**config.mk**
```make
export PLATFORM = sky130hd
export DESIGN_NAME = ca_parity_monitor
export DESIGN_NICKNAME = d
export VERILOG_FILES = /design/src/rtl/ca_parity_monitor.sv
export SDC_FILE = /design/constraint.sdc
export NUM_CORES = 1
export LEC_CHECK = 0
export BUFFER_PORTS_ARGS = -buffer_cell sky130_fd_sc_hd__buf_2
export CORE_MARGIN = 2
export CORE_UTILIZATION = 46
export DETAILED_ROUTE_END_ITERATION = 8
export PLACE_DENSITY = 0.74
export SETUP_SLACK_MARGIN = 0.15
export SLEW_MARGIN = 5
export SYNTH_ARGS = -nofsm -noshare
export SYNTH_HDL_FRONTEND = slang
export SYNTH_SLANG_ARGS = --single-unit
```
**constraint.sdc**
```tcl
create_clock -name clk -period 1.9 [get_ports clk]
set_input_delay 0 -clock clk [delete_from_list [all_inputs] [get_ports clk]]
set_output_delay 0 -clock clk [all_outputs]
set_load 0.02 [all_outputs]
```
**src/rtl/ca_parity_monitor.sv**
```systemverilog
module ca_parity_monitor #(
  parameter int STRETCH = 4,
  parameter int CNT_W   = 8
) (
  input  logic             clk,
  input  logic             rst_n,
  input  logic             pkt_valid,
  input  logic [7:0]       pkt_data,
  input  logic             pkt_par,
  input  logic             pkt_idx,
  input  logic             clr,
  output logic             alert_n,
  output logic [CNT_W-1:0] err_count,
  output logic             cap_valid,
  output logic [7:0]       cap_byte,
  output logic             cap_idx
);

  localparam int              SW      = $clog2(STRETCH + 1);
  localparam logic [SW-1:0]   S_LOAD  = SW'(STRETCH);
  localparam logic [CNT_W-1:0] CNT_MAX = '1;

  logic          odd, hit;
  logic [SW-1:0] hold_q, hold_d;

  assign odd = ^{pkt_data, pkt_par};
  assign hit = pkt_valid & odd & ~clr;

  always_comb begin
    if (clr)                hold_d = '0;
    else if (hit)           hold_d = S_LOAD;
    else if (hold_q != '0)  hold_d = hold_q - 1'b1;
    else                    hold_d = '0;
  end

  always_ff @(posedge clk or negedge rst_n) begin
    if (!rst_n) begin
      hold_q  <= '0;
      alert_n <= 1'b1;
    end else begin
      hold_q  <= hold_d;
      alert_n <= (hold_d == '0);
    end
  end

  always_ff @(posedge clk or negedge rst_n) begin
    if (!rst_n)                          err_count <= '0;
    else if (clr)                        err_count <= '0;
    else if (hit && err_count != CNT_MAX) err_count <= err_count + 1'b1;
  end

  always_ff @(posedge clk or negedge rst_n) begin
    if (!rst_n) begin
      cap_valid <= 1'b0;
      cap_byte  <= '0;
      cap_idx   <= 1'b0;
    end else if (clr) begin
      cap_valid <= 1'b0;
      cap_byte  <= '0;
      cap_idx   <= 1'b0;
    end else if (hit && !cap_valid) begin
      cap_valid <= 1'b1;
      cap_byte  <= pkt_data;
      cap_idx   <= pkt_idx;
    end
  end

  p_alert_on_error_r2: assert property (@(posedge clk) disable iff (!rst_n)
    (pkt_valid && (^{pkt_data, pkt_par}) && !clr) |=> !alert_n);

  p_good_quiet_r1: assert property (@(posedge clk) disable iff (!rst_n)
    (alert_n && !clr && pkt_valid && !(^{pkt_data, pkt_par})) |=> alert_n);

  p_invalid_quiet_r4: assert property (@(posedge clk) disable iff (!rst_n)
    (alert_n && !pkt_valid) |=> alert_n);

  p_invalid_no_count_r4: assert property (@(posedge clk) disable iff (!rst_n)
    (!pkt_valid && !clr) |=> $stable(err_count));

  p_count_sat_r6: assert property (@(posedge clk) disable iff (!rst_n)
    (err_count == CNT_MAX && !clr) |=> err_count == CNT_MAX);

  p_capture_hold_r7: assert property (@(posedge clk) disable iff (!rst_n)
    (cap_valid && !clr) |=> (cap_valid && $stable(cap_byte) && $stable(cap_idx)));

  p_clear_idle_r8: assert property (@(posedge clk) disable iff (!rst_n)
    clr |=> (alert_n && err_count == '0 && !cap_valid));

endmodule

```
## Word level (Yosys, flattened, before mapping)

Index checks and enable logic that the tools add are counted.
W data, S select, Z words.

- $add $sub $neg: 2
- Equality and inequality tests: 1
- Mux-type cells: 11
- Bitwise gates (word level): 3
- Reduce and logical (&&, ||, !) cells: 8

Operators by type and width:

| cell | number |
|---|---|
| $mux W8 | 4 |
| $mux W3 | 3 |
| $reduce_xor A9 Y1 | 1 |
| $add A8 B1 Y8 const B | 1 |
| $ne A8 B8 Y1 const B | 1 |
| $mux W1 | 4 |
| $reduce_bool A2 Y1 | 2 |
| $logic_not A3 Y1 | 1 |
| $reduce_bool A3 Y1 | 1 |
| $sub A3 B1 Y3 const B | 1 |
| $and A1 B1 Y1 | 2 |
| $logic_and A1 B1 Y1 | 2 |
| $logic_not A1 Y1 | 1 |
| $not A1 Y1 | 1 |

- Bits in registers: 22
- Word-level logic and storage cells: 31

## Depth between registers and ports, before layout

- Word-level depth: 6
- Depth in mapped cells: 6

## Least setup slack after synthesis

No wires, ideal clock.

- Path kind: register -> register
- Start point: reg err_count[0]
- End point: reg err_count[4]
- Arrival: 1.961 ns
- Required time: 1.775 ns
- Setup slack: -0.185 ns
- Cell stages (with the launch flop): 7
- Period minus slack after synthesis: 2.085 ns
- Cell sequence: dfrtp_1 -> ha_1 -> and4_1 -> a211o_1 -> mux2i_1 -> nand4_1 -> mux2_2

- Word-level cells in the longest chain between the ends: 3
- Elaborated cells on any way between the ends: 6
- Those cells by class: add/sub (1); eq/ne (1); mux (2); reduce/logical (2)

Ends and longest elaborated chain:

| item | line | text |
|---|---|---|
| start, declared | 13 | `output logic [CNT_W-1:0] err_count,` |
| start signal, assigned | 49 | `else if (hit && err_count != CNT_MAX) err_count <= err_count + 1'b1;` |
| $add A8 B1 Y8 or $ne A8 B8 Y1 (tied branches) | 49 |  |
| $mux W8 or $logic_and A1 B1 Y1 (tied branches) | 49 |  |
| $mux W8 or $reduce_bool A2 Y1 (tied branches) | -- |  |

Several ways; a longest one is shown, not always the timed one. The select of a mux whose other input is x is not followed.
A chain may end at the register's enable or synchronous reset.

## Final worst setup path

- Start point: reg err_count[1]
- End point: reg err_count[4]

The elaborated chain is that of the path after synthesis.

==> out/qor.yml <==
via_per_inst: 5.490
hp-class: "in -> reg"
tightestPinTransition_ps: 480.0
routabilityCongestion: 0.8162
io_pins: 33
initial_core_util_pct: 48.47
vdd_drop_max_mv: 0.4621
power.internal_mw: 0.8334
area_delta_synth_final_pct: 35.44
root_buffer: "clkbuf_4"
syn_area_um2: 1190
power-per-cell-area_nw_per_um2: 768.2
yosys-top-cells-area: "dfrtp_1 (44%), nand2b_1 (5.3%), mux2i_1 (4.2%), nand2_1 (4.1%), o21ai_0 (3.4%)"
synth_cells: 119
dp_hpwl_mm: 1.927
die_y_um: 54.86
rows: 18
min_period_ps: 1783
slew_viol_final: 0
fmax_mhz: 560.9
dr.pass1.iters: 4
ys.flop_type: "dfrtp_1"
nNetsFinal: 188
clockBufferDepth: 2
status: "completed"
grt_pass1_wl_mm: 4.360
fin_crit_sh_pct: 93.84
p_leak_nw: 0.7714
seqPwrFrac_pct: 45.0
synth_top_area_share_pct: 44.16
die_area_um2: 3010
yosysUniqueCellTypes: 34
synthTopCellsByCount: "dfrtp_1 (21), nand2_1 (13), nand2b_1 (10)"
drive_gt1_share_pct: 31.76
ant_nets: 0
drt_first_iter_violations: 17
post-place-ws_ps: 102.4
drcViolationCount: 0
insertion_delay_ps: 290
setup-tns-final_ps: 0
power_switching_share_pct: 32.67
comb_power_share_pct: 35.0
hold_viol_final: 0
cp_data_arrival_time_ps: 1970
n_antenna_cell: 0
clock_skew_ps: 2.470
fin_total_pwr_mw: 1.238
synth_top_cell_by_area: "dfrtp_1"
cp.required_ps: 2090
rsz0062_at_grt: "true"
overflow: 0
cp-start-kind: "register"
synth_nets: 136
critPathMaxFanout: 3
cts_made_buffers: 3
die_w_um: 54.86
core_um2: 2455
pwr-share-clk_pct: 20.0
vias: 1098
fin_ws_ps: 117.1
endpoint_kind: "register"
cts_tree: "yes"
syn_area_per_cell_um2: 9.999
cts_max_level: 1
ys_ff_latch: 22
post_drt_wl_per_cell_um: 13.85
clock-sinks: 22
yosysSeqAreaShare_pct: 46.37
synth_enable_flop_cells: 0
p_sw_mw: 0.4045
grt_max_degree: 25
slew_headroom_pct: 68.00
synth.most_common_cell: "dfrtp_1"
portBuffers: 32
synth-async-reset-ratio_pct: 100.0
finalSetupViolCount: 0
maxCapViolations: 0
critPathKind: "reg -> reg"
grt_pass1_vias: 1048
clkTransAtPathRegs_ps: 120
antenna_found_initial: 0
drt_wl_total_mm: 2.769
grt_util_all_layers_pct: 20.48
ys_warn_count: 0
final cells by class:
| class | count | area (um^2) |
|---|---|---|
| Sequential cell | 22 | 554.3 |
| Inverter | 5 | 18.77 |
| Tap cell | 30 | 37.54 |
| Clock buffer | 4 | 36.28 |
| Timing Repair Buffer | 50 | 324.1 |
| Fill cell | 220 | 843.3 |
| Multi-Input combinational cell | 89 | 640.6 |
cells by family (layout without fill, tap and decap cells):
group | Yosys count | in the layout | share of synthesized area [%]
compound gates | 26 | 26 | 14.20
fa+ha+maj | 3 | 3 | 3.155
mux | 6 | 6 | 5.153
buf+inv | 8 | 59 | 2.629
xor+xnor | 8 | 8 | 8.412
simple gates | 46 | 46 | 20.09
flops | 22 | 22 | 46.37
worst max-delay path, cell delays in order (launching register included):
cell and delay (ps):
dfrtp_2 440, ha_4 170, and4_1 200, a211o_1 280, mux2i_4 180, nand4_1 120, mux2_2 280
worst paths after layout:
path / startpoint / end / slack [ps] / depth (start not counted)
worst min register to register: hold_q[0] / hold_q[0] / 520 / 1
worst min-delay path: pkt_valid / cap_valid / 60 / 3
worst max register to register: err_count[1] / err_count[4] / 120 / 6
max in group asynchronous: rst_n / err_count[0] / 1360 / 2
worst max-delay path: err_count[1] / err_count[4] / 120 / 6
min in group asynchronous: rst_n / cap_byte[0] / 180 / 2
placed cells by master (no fill, tap or decap), types with 5 or more instances in the layout:
cell / Yosys / final
buf_2: 1 / 32
dfrtp_1: 21 / 19
nand2_1: 13 / 13
nand2b_1: 10 / 10
dlygate4sd3_1: 0 / 10
nor2_1: 9 / 9
o21ai_0: 8 / 8
buf_4: 0 / 7
a21oi_1: 6 / 6
inv_1: 5 / 5
timing repair:
action	CTS	global route
setup endpoints to repair	2	7
setup buffers	4	0
hold buffers	10	0
resized for setup	1	2
endpoints found under the hold margin	31	0
routing by layer:
layer	vias up	part of all wire, %	wire length (um)	GRT usage [%]
li1	525	-	-	-
met1	526	43	1195	22.26
met2	43	49	1356	38.49
met3	4	6.9	191	3.825
met4	0	0.90	25	7.917
met5	-	0	0	0
registers in the layout, indices dropped and copies added, names as in the netlist:
name and count:
err_count 8, cap_valid 1, cap_idx 1, cap_byte 8, alert_n 1, hold_q 3
power groups by stage:
| stage | Combinational (mW) | Sequential, mW | Clock [mW] |
|---|---|---|---|
| final | 0.433 | 0.557 | 0.248 |
| after global routing | 0.478 | 0.563 | 0.277 |
| after CTS | 0.430 | 0.557 | 0.263 |
| after detailed placement | 0.390 | 0.571 | 0 |
| after global placement | 0.377 | 0.565 | 0 |
| after floorplan | 0.206 | 0.619 | 0 |
per-stage QoR:
step	cells	utilization, %	instance area (um^2)	hold slack (ps)
2_1_floorplan	119	-	1217	-295.6
3_3_place_gp	182	58.36	1433	-14.63
3_5_place_dp	182	58.36	1433	-10.99
4_1_cts	200	65.29	1603	51.19
5_1_grt	200	65.65	1612	64.23
6_report	200	65.65	1612	60.42
No activity file was read; power rests on OpenSTA's default activity.
